--- config.mk ---
export PLATFORM = sky130hd
export DESIGN_NAME = dtlb_miss_entry
export DESIGN_NICKNAME = d
export VERILOG_FILES = /design/src/rtl/dtlb_miss_pkg.sv /design/src/rtl/dtlb_access_class.sv /design/src/rtl/dtlb_sr_update.sv /design/src/rtl/dtlb_save_regs.sv /design/src/rtl/dtlb_miss_entry.sv
export SDC_FILE = /design/constraint.sdc
export NUM_CORES = 1
export LEC_CHECK = 0
export ABC_AREA = 1
export BUFFER_PORTS_ARGS = -buffer_cell sky130_fd_sc_hd__buf_2
export CAP_MARGIN = 20
export CORE_AREA = 2 2 133 135
export DETAILED_ROUTE_END_ITERATION = 16
export DIE_AREA = 0 0 135 137
export HOLD_SLACK_MARGIN = 0.1
export PLACE_DENSITY = 0.66
export SYNTH_ARGS = -nofsm -noshare
export SYNTH_HDL_FRONTEND = slang
export SYNTH_SLANG_ARGS = --single-unit
--- constraint.sdc ---
create_clock -name clk_i -period 2.05 [get_ports clk_i]
set_input_delay 0.3075 -clock clk_i [delete_from_list [all_inputs] [get_ports clk_i]]
set_output_delay 0.3075 -clock clk_i [all_outputs]
set_load 0.02 [all_outputs]
--- src/rtl/dtlb_miss_pkg.sv ---
package dtlb_miss_pkg;
  typedef enum logic [2:0] {
    OP_LOAD  = 3'd0,
    OP_STORE = 3'd1,
    OP_PURGE = 3'd2,
    OP_WBACK = 3'd3,
    OP_INVAL = 3'd4,
    OP_ALLOC = 3'd5
  } mem_op_e;

  localparam int unsigned EVT_W = 12;
  localparam logic [EVT_W-1:0] EVT_RD_MISS = 12'h040;
  localparam logic [EVT_W-1:0] EVT_WR_MISS = 12'h060;

  localparam int unsigned SR_MD_BIT = 30;
  localparam int unsigned SR_RB_BIT = 29;
  localparam int unsigned SR_BL_BIT = 28;
endpackage

--- src/rtl/dtlb_access_class.sv ---
module dtlb_access_class
  import dtlb_miss_pkg::*;
(
  input  logic [2:0]       op_i,
  output logic             is_write_o,
  output logic [EVT_W-1:0] evt_o
);
  always_comb begin
    case (op_i)
      OP_STORE, OP_INVAL, OP_ALLOC: is_write_o = 1'b1;
      default:                      is_write_o = 1'b0;
    endcase
    evt_o = is_write_o ? EVT_WR_MISS : EVT_RD_MISS;
  end
endmodule

--- src/rtl/dtlb_sr_update.sv ---
module dtlb_sr_update
  import dtlb_miss_pkg::*;
#(
  parameter int unsigned XLEN = 32
) (
  input  logic [XLEN-1:0] sr_i,
  output logic [XLEN-1:0] sr_o
);
  for (genvar b = 0; b < XLEN; b++) begin : g_bit
    if (b == SR_MD_BIT || b == SR_RB_BIT || b == SR_BL_BIT) begin : g_force
      assign sr_o[b] = 1'b1;
    end else begin : g_pass
      assign sr_o[b] = sr_i[b];
    end
  end
endmodule

--- src/rtl/dtlb_save_regs.sv ---
module dtlb_save_regs
  import dtlb_miss_pkg::*;
#(
  parameter int unsigned XLEN = 32
) (
  input  logic             clk_i,
  input  logic             rst_ni,
  input  logic             load_i,
  input  logic [EVT_W-1:0] evt_i,
  input  logic [XLEN-1:0]  pc_i,
  input  logic [XLEN-1:0]  sr_old_i,
  input  logic [XLEN-1:0]  r15_i,
  input  logic [XLEN-1:0]  sr_new_i,
  input  logic [XLEN-1:0]  vec_i,
  output logic [EVT_W-1:0] evt_o,
  output logic [XLEN-1:0]  pc_o,
  output logic [XLEN-1:0]  sr_old_o,
  output logic [XLEN-1:0]  r15_o,
  output logic [XLEN-1:0]  sr_new_o,
  output logic [XLEN-1:0]  vec_o
);
  always_ff @(posedge clk_i or negedge rst_ni) begin
    if (!rst_ni) begin
      evt_o    <= '0;
      pc_o     <= '0;
      sr_old_o <= '0;
      r15_o    <= '0;
      sr_new_o <= '0;
      vec_o    <= '0;
    end else if (load_i) begin
      evt_o    <= evt_i;
      pc_o     <= pc_i;
      sr_old_o <= sr_old_i;
      r15_o    <= r15_i;
      sr_new_o <= sr_new_i;
      vec_o    <= vec_i;
    end
  end
endmodule

--- src/rtl/dtlb_miss_entry.sv ---
module dtlb_miss_entry
  import dtlb_miss_pkg::*;
#(
  parameter int unsigned XLEN       = 32,
  parameter logic [31:0] VEC_OFFSET = 32'h0000_0400
) (
  input  logic             clk_i,
  input  logic             rst_ni,
  input  logic             miss_req_i,
  input  logic [2:0]       access_op_i,
  input  logic [XLEN-1:0]  fault_pc_i,
  input  logic [XLEN-1:0]  branch_pc_i,
  input  logic             delay_slot_i,
  input  logic [XLEN-1:0]  sr_i,
  input  logic [XLEN-1:0]  r15_i,
  input  logic [XLEN-1:0]  vbr_i,
  output logic [EVT_W-1:0] event_code_o,
  output logic [XLEN-1:0]  saved_pc_o,
  output logic [XLEN-1:0]  saved_sr_o,
  output logic [XLEN-1:0]  saved_r15_o,
  output logic [XLEN-1:0]  sr_o,
  output logic [XLEN-1:0]  redirect_pc_o,
  output logic             redirect_valid_o,
  output logic             fatal_o
);
  localparam logic [XLEN-1:0] VecOff = XLEN'(VEC_OFFSET);

  logic             blocked;
  logic             accept;
  logic             fatal_d;
  logic             is_write;
  logic [EVT_W-1:0] evt_d;
  logic [XLEN-1:0]  sr_new;
  logic [XLEN-1:0]  pc_sel;
  logic [XLEN-1:0]  vec_addr;

  assign blocked  = sr_i[SR_BL_BIT];
  assign accept   = miss_req_i & ~blocked;
  assign fatal_d  = miss_req_i & blocked;
  assign pc_sel   = delay_slot_i ? branch_pc_i : fault_pc_i;
  assign vec_addr = vbr_i + VecOff;

  dtlb_access_class u_class (
    .op_i       (access_op_i),
    .is_write_o (is_write),
    .evt_o      (evt_d)
  );

  dtlb_sr_update #(.XLEN(XLEN)) u_sr_upd (
    .sr_i (sr_i),
    .sr_o (sr_new)
  );

  dtlb_save_regs #(.XLEN(XLEN)) u_regs (
    .clk_i    (clk_i),
    .rst_ni   (rst_ni),
    .load_i   (accept),
    .evt_i    (evt_d),
    .pc_i     (pc_sel),
    .sr_old_i (sr_i),
    .r15_i    (r15_i),
    .sr_new_i (sr_new),
    .vec_i    (vec_addr),
    .evt_o    (event_code_o),
    .pc_o     (saved_pc_o),
    .sr_old_o (saved_sr_o),
    .r15_o    (saved_r15_o),
    .sr_new_o (sr_o),
    .vec_o    (redirect_pc_o)
  );

  always_ff @(posedge clk_i or negedge rst_ni) begin
    if (!rst_ni) begin
      redirect_valid_o <= 1'b0;
      fatal_o          <= 1'b0;
    end else begin
      redirect_valid_o <= accept;
      fatal_o          <= fatal_d;
    end
  end
endmodule

Word level (Yosys, flattened, before mapping)
Cells that the tools add are included.
Storage, ports and cells
  bits in registers: 174
  input bits: 167
  logic and storage cells: 19
Operators by class
  reduce and logical (&&, ||, !) cells: 1
  bitwise logic cells: 3
  add/subtract/negate cells: 1
  eq/ne operators: 3
  mux-type cells: 3
Operators with widths (number)
  $add 32x11->32 const B: 1
  $mux 32: 1
  $eq 3x3->1 const B: 2
  $mux 6: 1
  $eq 3x1->1 const B: 1
  $reduce_or 3->1: 1
  $and 1x1->1: 2
  $mux 1: 1
  $not 1->1: 1

Longest topological paths before layout
Gate-level depths: netlist of the first run.
  word-level depth: 4
  mapped depth: 9

Hierarchy
From an unflattened synthesis of the first run, not the netlist that was laid out.
Second synthesis, totals
  cells, all modules: 926
  area total of the unflattened synthesis: 7843.8 um2
By module, submodules not included
  dtlb_save_regs: instances 1, area each 6441.2 um2, sequential area each 4304.1 um2, cells each 726
  dtlb_miss_entry: instances 1, area each 1053.5 um2, sequential area each 50.0 um2, cells each 151
  dtlb_sr_update: instances 1, area each 244.0 um2, sequential area each 0.0 um2, cells each 33
  dtlb_access_class: instances 1, area each 105.1 um2, sequential area each 0.0 um2, cells each 16

Worst setup path after synthesis of the first run
OpenSTA, ideal clock, no wires.
  path type: input port to flip-flop
  from: input vbr_i[10]
  to: register u_regs.vec_o[28]
  stages: 8
  data required time: 1.933 ns
  path slack: 0.858 ns
  arrival time: 1.074 ns
  path through: ha_1 nand2_1 nor2_1 nand2_2 nor2_4 nand3_1 nand3_1 nand2_1
On the way
  word-level cells in the longest chain between the ends: 1
RTL lines
  from (decl): RTL line dtlb_miss_entry.sv:16  | input logic [XLEN-1:0] vbr_i,
  $add 32x11->32: RTL line dtlb_miss_entry.sv:41  | assign vec_addr = vbr_i + VecOff;
  to (signal assigned): RTL line dtlb_save_regs.sv:36  | vec_o <= vec_i;
  to (decl): RTL line dtlb_save_regs.sv:20  | output logic [XLEN-1:0] vec_o
No other way between the ends.
A chain may end at the register's enable or synchronous reset.

Final worst setup path of the first run
  from: input miss_req_i
  to: register u_regs.vec_o[14]
On the way
  word-level cells in the longest chain between the ends: 1
RTL lines
  from (decl): RTL line dtlb_miss_entry.sv:9  | input logic miss_req_i,
  $and 1x1->1: RTL line dtlb_miss_entry.sv:38  | assign accept = miss_req_i & ~blocked;
No other way between the ends.

==> results.md, run 1 <==
- Wire per inst: about 13 µm
- WP data required: between 2 and 2.5 ns
- PwrDens: 908.3 nW/µm²
- Worst Reg-to-Reg Cells: 1
- Post-DRT Antenna Nets: 0
- Min Clock Period, post-route: between 1.5 and 2 ns
- Share of layout cells above drive strength 1: 34.35%
- Slew Viols, Final: 0
- Tot Pwr: around 8200 µW
- Leakage: ~0.005 µW
- Die width: between 100 and 150 µm
- Largest net degree at the start of global routing: between 60 and 70
- CTS tree: yes
- Commonest non-fill, non-tap cells in the layout: nand2_1 (330), buf_2 (329), dfrtp_1 (132)
- Setup TNS: 0 ns
- Startpoint Class: input pin
- Status: complete, no violations
- Die H: about 140 µm
- VDD IR max: between 500 and 600 µV
- Synth Area per Inst: between 8 and 9 µm²
- # DRC: 0
- Clock sink total: between 100 and 150
- FILL cells: 1576
- Final Hold Vio Count: 0
- Layout area overhead: 49.88%
- Post-Synthesis Cells: 732
- Die area: around 18000 µm²
- Reg clk slew, reported paths: about 0.06 ns
- CTS root buf: clkbuf_16
- Worst skew pair latency: roughly 0.41 ns
- Final WL: about 18000 µm
- Num CTS Buffers: 17
- IO buf count: between 300 and 400
- Worst setup EP type: flip-flop
- # nets final: 1267
- Crit path kind: in -> reg
- Total number of vias: 5873
- Syn Std Cell Area: ~6000 µm²
- First-pass GRT wire length: 27520 µm
- Hold depth: 3
- Clock tree buffer depth: 2
- Core area: about 17000 µm²
- Share of the synthesized area in the top cell type: between 50% and 60%
- Multi-input logic area: about 2200 µm²
- CP Max Fanout: 48
- Yosys reg bits: roughly 130
- Final setup vio count: 0
- Post-CTS Setup Bufs: 0
- Peak Freq: around 630 MHz
- Synth warn: 0
- Io pins: 341
- Seq. cell area: ~3300 µm²
- Fin crit share: between 70% and 80%
- Starting Density: a little over a third
- Commonest non-fill, non-tap cell in the layout: nand2_1
- Synth area leader: dfrtp_1
- Vias in the first global route: around 5500
- Pre-antenna DRT Iters: 5
- Critical path arrival: about 1.9 ns
- RSZ-0062 raised after global routing: no
- Worst min-delay path class: in -> reg
- Synth top area cells: dfrtp_1 (55%), nand2_1 (21%), buf_4 (5.4%)
- Row count: 48
- Distinct cell type count after synthesis: 23
- Gr ovfl total: 0
- Initial antenna violation count: 0
- Hold WS: approximately 0.13 ns
- DR vias/cell: approximately 4.4
- Routability cong.: roughly 0.90
- H-tree levels: 4
- Clock skew: 0 ns
- All-Layer GR Usage: 18.93%
- Starting DRT DRC Count: approximately 260
- DPL Wire Length: roughly 13000 µm
- Register area share after synthesis: about 55%
- MaxCap Viol Count: 0
[state kept, by name, indices dropped and copies added (netlist names)]
name,flops
u_regs.pc_o,32
redirect_valid_o,1
u_regs.sr_new_o,30
u_regs.vec_o,32
u_regs.sr_old_o,3
u_regs.evt_o,1
fatal_o,1
u_regs.r15_o,32
[worst max-delay path: stages]
cell and delay [ns]:
dlygate4sd3_1 0.54, buf_2 0.13, inv_1 0.08, nor2_4 0.07, inv_4 0.30, buf_12 0.28
o21ai_0 0.13
[cells by family (layout without fill, tap and decap cells)]
| logic type | count (synthesis) | count (layout) | synth area share [%] |
|---|---|---|---|
| compound gates | 79 | 79 | 6.828 |
| xor+xnor | 6 | 6 | 0.8743 |
| fa+ha+maj | 1 | 1 | 0.2081 |
| buf+inv | 96 | 467 | 9.763 |
| flops | 132 | 132 | 54.95 |
| other cells | 1 | 11 | 0.06239 |
| simple gates | 417 | 417 | 27.31 |
[cell usage after synthesis, drive strengths merged]
| library cell | instances |
|---|---|
| dfrtp | 132 |
| buf | 59 |
| o21ai | 73 |
| nand4 | 3 |
| conb | 1 |
| o21bai | 5 |
| ha | 1 |
| xor2 | 5 |
| nand3 | 23 |
| xnor2 | 1 |
| clkbuf | 16 |
| o31ai | 1 |
| or2 | 1 |
| nor2 | 57 |
| inv | 21 |
| nand2 | 333 |
[routing by layer]
metal / wire (µm) / part of all wire (%) / GRT usage, % / up-vias
met2: 9010 / 50 / 31.95 / 236
met4: 449 / 2.5 / 9.317 / 0
met1: 7372 / 41 / 22.66 / 2637
met5: 0 / 0 / 0 / -
li1: - / - / - / 2972
met3: 1092 / 6.1 / 4.667 / 28
[where the power goes]
part	switching, µW	leakage (µW)	internal (µW)
registers	193	0.00163	2940
logic	1150	0.00303	673
clock network	1180	0.000302	2050
total	2520	0.00496	5660
[stage by stage]
step	util, %	setup slack, ns	cell area, µm²	cells
final	52.82	0.4516	9009	1338
after global placement	44.84	0.6091	7649	1232
after global routing	52.80	0.3566	9006	1337
after detailed placement	44.84	0.5717	7649	1232
after CTS	52.80	0.4609	9006	1337
after floorplan	-	0.8582	6045	741
[cell type report]
| class | instances | area share, % |
|---|---|---|
| diodes | 1 | 0.02778 |
| inverters | 21 | 0.9028 |
| clock buffers | 18 | 4.764 |
| well taps | 225 | 3.125 |
| flip-flops and latches | 132 | 36.67 |
| clock inverters | 14 | 2.194 |
| repair buffers | 414 | 28.40 |
| multi-input cells | 513 | 23.92 |
[path summary, 6_finish.rpt]
kind                                       end  slack (ns)           startpoint
max                           u_regs.vec_o[14]        0.45           miss_req_i
min                           u_regs.r15_o[17]        0.13            r15_i[17]
max reg2reg                u_regs.sr_new_o[30]        1.23  u_regs.sr_new_o[30]
min reg2reg                   u_regs.r15_o[20]        0.46     u_regs.r15_o[20]
max in group asynchronous       u_regs.pc_o[5]        1.06               rst_ni
min in group asynchronous      u_regs.pc_o[23]        0.41               rst_ni
[what timing repair did]
action                     CTS  global route
setup endpoints to repair    0             0
hold buffers                73             0
resized for setup            0             0
hold endpoints to repair   118             0
No activity file was read; power rests on OpenSTA's default activity.
==> run 2: changes to the inputs <==
--- a/config.mk
+++ b/config.mk
@@ -8,11 +8,11 @@
 export ABC_AREA = 1
 export BUFFER_PORTS_ARGS = -buffer_cell sky130_fd_sc_hd__buf_2
 export CAP_MARGIN = 20
-export CORE_AREA = 2 2 133 135
+export CORE_AREA = 2 2 131 133
 export DETAILED_ROUTE_END_ITERATION = 16
-export DIE_AREA = 0 0 135 137
+export DIE_AREA = 0 0 133 135
 export HOLD_SLACK_MARGIN = 0.1
-export PLACE_DENSITY = 0.66
+export PLACE_DENSITY = 0.68
 export SYNTH_ARGS = -nofsm -noshare
 export SYNTH_HDL_FRONTEND = slang
 export SYNTH_SLANG_ARGS = --single-unit
==> constraint.sdc (replaced) <==
create_clock -name clk_i -period 1.7 [get_ports clk_i]
set_input_delay 0.255 -clock clk_i [delete_from_list [all_inputs] [get_ports clk_i]]
set_output_delay 0.255 -clock clk_i [all_outputs]
set_load 0.02 [all_outputs]
==> results.md, run 2 (same netlist as run 1, synthesis figures left out) <==
- Final WL: 18580 µm (+3.7%)
- Commonest non-fill, non-tap cell in the layout: nand2_1
- Row count: 47 (-2.1%)
- All-Layer GR Usage: 20.57% (+1.6 points)
- Largest net degree at the start of global routing: 76 (+15%)
- Worst setup EP type: flip-flop
- Leakage: 0.005002 µW (+0.76%)
- Status: complete, no violations
- Startpoint Class: input pin
- Worst skew pair latency: 0.41 ns (about the same)
- DPL Wire Length: 12670 µm (-0.11%)
- Die width: 133 µm (-1.5%)
- Share of layout cells above drive strength 1: 33.95% (-0.40 points)
- Wire per inst: 13.79 µm (+2.9%)
- DR vias/cell: 4.507 (+2.7%)
- Die H: 135 µm (-1.5%)
- Sw power: 2991 µW (+19%)
- Io pins: 341 (unchanged)
- WP data required: 2.00 ns (-0.33 ns)
- CTS root buf: clkbuf_16
- Initial antenna violation count: 0 (unchanged)
- Tot Pwr: 9599 µW (+17%)
- First-pass GRT wire length: 29320 µm (+6.5%)
- H-tree levels: 4 (unchanged)
- Min Clock Period, post-route: 1.538 ns
- Layout area overhead: 51.50%
- Final Hold Vio Count: 0 (unchanged)
- # DRC: 0 (unchanged)
- Gr ovfl total: 0 (unchanged)
- # diodes: 0 (-1)
- Slew Viols, Final: 0 (unchanged)
- Reg clk slew, reported paths: 0.06 ns (about the same)
- Starting DRT DRC Count: 234 (-8.9%)
- Num CTS Buffers: 17 (unchanged)
- Starting Density: 36.64% (+1.4 points)
- Clock Power Share: 37.3% (-2.1 points)
- Peak Freq: 650.0 MHz
- Commonest non-fill, non-tap cells in the layout: nand2_1 (330), buf_2 (329), dfrtp_1 (132)
- Biggest regs: u_regs.pc_o x32, u_regs.r15_o x32, u_regs.vec_o x32
- FILL cells: 1442 (-8.5%)
- Die area: 17960 µm² (-2.9%)
- Final setup vio count: 0 (unchanged)
- RSZ-0062 raised after global routing: no
- Worst min-delay path class: in -> reg
- Cell Int Power: 6608 µW (+17%)
- Sequential power share: 39.2% (+1.0 points)
- Worst Reg-to-Reg Cells: 1 (unchanged)
- Critical path arrival: 1.84 ns (-0.04 ns)
- # nets final: 1283 (+1.3%)
- Gate power share: 23.4% (+1.1 points)
- Hold depth: 3 (unchanged)
- Clock skew: 0 ns (unchanged)
- CTS tree: yes
- Fin crit share: between 90% and 100%
- Clock sink total: 132 (unchanged)
- Pre-antenna DRT Iters: 4 (-1)
- CP Max Fanout: 6 (-88%)
- PwrDens: 1054 nW/µm² (+16%)
- Routability cong.: 0.8699 (-3.0%)
- Total number of vias: 6075 (+3.4%)
- Crit path kind: in -> reg
- Setup TNS: 0 ns (unchanged)
- Core area: 16410 µm² (-3.8%)
- Vias in the first global route: 5922 (+7.1%)
- Net Sw Frac: 31.16% (+0.35 points)
- MaxCap Viol Count: 0 (unchanged)
- Post-DRT Antenna Nets: 0 (unchanged)
- VDD IR max: 623.8 µV (+19%)
- Clock tree buffer depth: 2 (unchanged)
- IO buf count: 330 (unchanged)
-- run 2: path summary, 6_finish.rpt --
kind	start	to	slack, ns
worst max-delay path	vbr_i[10]	u_regs.vec_o[30]	0.16
worst min-delay path	branch_pc_i[29]	u_regs.pc_o[29]	0.12
worst min register to register	u_regs.r15_o[31]	u_regs.r15_o[31]	0.46
min in group asynchronous	rst_ni	u_regs.pc_o[17]	0.29
worst max register to register	u_regs.sr_new_o[30]	u_regs.sr_new_o[30]	0.87
max in group asynchronous	rst_ni	u_regs.sr_new_o[5]	0.84
-- run 2: power groups by stage --
stage / clock network (µW) / registers (µW) / logic (µW)
finish: 3580 / 3770 / 2250
global route: 3800 / 3810 / 2450
CTS: 3690 / 3760 / 2260
detailed placement: 0 / 3810 / 2100
global placement: 0 / 3800 / 2080
floorplan: 0 / 4310 / 765
-- run 2: repair_timing --
action,CTS,global route
resized for setup,0,0
hold buffers,88,0
setup buffers,0,0
setup endpoints to repair,0,0
endpoints found under the hold margin,216,0
-- run 2: worst max-delay path, cell delays in order --
cell	delay, ns
dlygate4sd3_1	0.52
buf_2	0.12
ha_1	0.21
nand2_1	0.09
nor2_1	0.11
nand2_2	0.13
nor2_4	0.17
nand3_1	0.10
nand3_1	0.09
nand2_1	0.05
-- run 2: cell type report --
type | count | area (µm²) | area share [%]
clock buffers | 20 | 456.7 | 5.015
clock inverters | 12 | 131.4 | 1.443
inverters | 21 | 81.33 | 0.8931
multi-input cells | 513 | 2155 | 23.66
flip-flops and latches | 132 | 3303 | 36.27
well taps | 220 | 275.3 | 3.023
repair buffers | 430 | 2704 | 29.69
-- run 2: per-layer routing --
layer | vias up | part of all wire (%) | wire, µm | GRT usage, %
li1 | 2994 | - | - | -
met1 | 2774 | 40 | 7509 | 23.97
met2 | 269 | 51 | 9507 | 36.70
met3 | 38 | 5.7 | 1063 | 4.129
met4 | 0 | 2.7 | 504 | 9.259
met5 | - | 0 | 0 | 0
-- run 2: stage by stage --
step                util (%)  setup WS, ns  hold slack, ns  cell area [µm²]  std cells
floorplan                  -        0.5607        -0.04059             6045        741
global placement       46.55        0.3412          0.1605             7637       1228
detailed placement     46.55        0.2818          0.1620             7637       1228
CTS                    55.50        0.1786          0.1008             9106       1348
global route           55.50       0.03335          0.1050             9106       1348
finish                 55.50        0.1616          0.1176             9106       1348
==> run 3: changes to the inputs <==
--- a/config.mk
+++ b/config.mk
@@ -5,13 +5,12 @@
 export SDC_FILE = /design/constraint.sdc
 export NUM_CORES = 1
 export LEC_CHECK = 0
-export ABC_AREA = 1
 export BUFFER_PORTS_ARGS = -buffer_cell sky130_fd_sc_hd__buf_2
 export CAP_MARGIN = 20
 export CORE_AREA = 2 2 131 133
 export DETAILED_ROUTE_END_ITERATION = 16
 export DIE_AREA = 0 0 133 135
-export HOLD_SLACK_MARGIN = 0.1
+export HOLD_SLACK_MARGIN = 0.08
 export PLACE_DENSITY = 0.68
 export SYNTH_ARGS = -nofsm -noshare
 export SYNTH_HDL_FRONTEND = slang
==> results.md, run 3 <==
- Status: complete, no violations
- Starting DRT DRC Count: 314 (+34%)
- CTS tree: yes
- Top_reg_cell synth: dfrtp_1
- Commonest non-fill, non-tap cells in the layout: buf_2 (329), nand2_1 (287), dfrtp_1 (132)
- Tot Pwr: 9751 µW (+1.6%)
- Largest net degree at the start of global routing: 97 (+28%)
- VDD IR max: 666.7 µV (+6.9%)
- Routability cong.: 0.7904 (-9.1%)
- Synth area leader: dfrtp_1
- Die width: 133 µm (unchanged)
- DR vias/cell: 4.474 (-0.73%)
- IO buf count: 330 (unchanged)
- Share of the synthesized area in the top cell type: 55.39% (+0.44 points)
- Startpoint Class: input pin
- HP Start: vbr_i[10]
- Post-cts resize count: 0 (unchanged)
- Finished layout cell area: 9030 µm² (-0.84%)
- Post-DRT Antenna Nets: 0 (unchanged)
- Worst-Margin Slew: just over 0.5 ns
- Top-count cell post-synth: nand2_1
- Reg clk slew, reported paths: 0.06 ns (about the same)
- Io pins: 341 (unchanged)
- # nets final: 1193 (-7.0%)
- Slew Viols, Final: 0 (unchanged)
- H-tree levels: 4 (unchanged)
- WP data required: 2.03 ns (+0.03 ns)
- CTS root buf: clkbuf_16
- Slowest CP cell: dlygate4sd3_1
- Commonest non-fill, non-tap cell in the layout: buf_2
- CP Buf/Inv Count: 2 (unchanged)
- Core Util, Final: 55.04% (-0.47 points)
- Cell-by-cell trace of the critical path: dlygate4sd3_1 -> buf_2 -> nand2b_4 -> or4_1 -> mux2_4 -> o211ai_2
- Yosys reg bits: 132 (unchanged)
- Clock tree buffer depth: 2 (unchanged)
- Wire per inst: 14.47 µm (+5.0%)
- Layout area overhead: 51.43% (about the same)
- Final WL: 18240 µm (-1.9%)
- Final Hold Vio Count: 0 (unchanged)
- PwrDens: 1080 nW/µm² (+2.4%)
- Leakage: 0.004951 µW (-1.0%)
- Post-Synthesis Cells: 654 (-11%)
- Worst setup path start: sr_i[28]
- Clock skew: 0 ns (unchanged)
- Post-synth EDFFs: 0 (unchanged)
- Die area: 17960 µm² (unchanged)
- Synth Area per Inst: 9.118 µm² (+11%)
- Distinct cell type count after synthesis: 35 (+52%)
- Final setup vio count: 0 (unchanged)
- Biggest regs: u_regs.pc_o x32, u_regs.r15_o x32, u_regs.vec_o x32
- Worst skew pair latency: 0.41 ns (about the same)
- Initial antenna violation count: 2 (+2)
- All-Layer GR Usage: 20.11% (-0.46 points)
- Register area share after synthesis: 55.39% (+0.44 points)
- MaxCap Viol Count: 0 (unchanged)
- Peak Freq: 632.8 MHz (-2.7%)
- # DRC: 0 (unchanged)
- Total number of vias: 5637 (-7.2%)
- Worst min-delay path class: in -> reg
- Gr ovfl total: 0 (unchanged)
- Pre-antenna DRT Iters: 4 (unchanged)
- Synth warn: 0 (unchanged)
- First-pass GRT wire length: 28430 µm (-3.0%)
- Placed Area: 7659 µm² (+0.28%)
- Critical path arrival: 1.91 ns (+0.07 ns)
- Fin crit share: 92.96% (+2.5 points)
- Crit path kind: in -> reg
- FF-to-FF Start: u_regs.vec_o[23]
- Critical path's top delay family: buffers and inverters
- Row count: 47 (unchanged)
- Synth cell count leaders: nand2_1 (287), dfrtp_1 (132), o21ai_0 (47)
- Max transition margin: between 60% and 70%
- Worst setup EP type: flip-flop
- Async set-reset flop share out of synthesis: 100.0% (unchanged)
- Num CTS Buffers: 17 (unchanged)
- Crit path largest cell delay: 0.54 ns (+0.02 ns)
- DPL Wire Length: 12420 µm (-2.0%)
- Share of layout cells above drive strength 1: 36.99% (+3.0 points)
- Die H: 135 µm (unchanged)
- RSZ-0062 raised after global routing: no
- Core area: 16410 µm² (unchanged)
- Syn Std Cell Area: 5963 µm² (-0.79%)
- Vias in the first global route: 5680 (-4.1%)
- Clock sink total: 132 (unchanged)
- Min Clock Period, post-route: 1.580 ns (+0.04194 ns)
- CP Max Fanout: 4 (-2)
- Synth top area cells: dfrtp_1 (55%), nand2_1 (18%), mux2i_1 (6.4%)
- Setup TNS: 0 ns (unchanged)
- Starting Density: 36.35% (-0.29 points)
run 3: per-stage QoR:
stage / worst slack (ns) / instances / hold WS [ns]
6_report: 0.1196 / 1260 / 0.1083
5_1_grt: 0.03635 / 1258 / 0.08980
4_1_cts: 0.1366 / 1258 / 0.08870
3_5_place_dp: 0.1090 / 1150 / 0.1786
3_3_place_gp: 0.1250 / 1150 / 0.1796
2_1_floorplan: 0.2098 / 663 / -0.04059
run 3: worst paths after layout:
kind | endpoint | slack (ns) | cells after the start
max in group asynchronous | u_regs.sr_new_o[25] | 0.82 | 3
setup / recovery | u_regs.vec_o[28] | 0.12 | 6
hold reg to reg | u_regs.r15_o[30] | 0.47 | 2
min in group asynchronous | u_regs.pc_o[2] | 0.31 | 2
setup reg to reg | u_regs.vec_o[23] | 0.94 | 1
hold / removal | u_regs.vec_o[10] | 0.11 | 2
run 3: cell type report:
type,count,area [µm²]
diodes,2,5.005
clock buffers,17,425.4
clock inverters,15,180.2
fillers,1426,7377
inverters,4,15.01
multi-input cells,451,2235
flip-flops and latches,132,3303
well taps,220,275.3
repair buffers,419,2591
run 3: per-layer routing:
metal / wire [µm] / global-route usage, %
met5: 0 / 0
met1: 7623 / 23.91
met3: 1041 / 5.405
met4: 467 / 8.662
met2: 9103 / 34.46
run 3: kinds of logic after synthesis:
family                     share of synthesized area [%]
DFF                                                55.39
other                                            0.06289
AOI/OAI and AO/OA                                  4.637
adders and majority gates                         0.2098
and+or+nand+nor                                    23.44
xor gates and xnor gates                           1.616
buffers and inverters                              7.826
muxes                                              6.819
run 3: power breakdown:
part / switching [µW] / internal (µW)
clock network: 1420 / 2320
registers: 231 / 3540
logic: 1410 / 833
run 3: repair_timing:
action	4_1_cts	5_1_grt
hold buffers	76	0
hold endpoints to repair	115	0
setup buffers	0	0
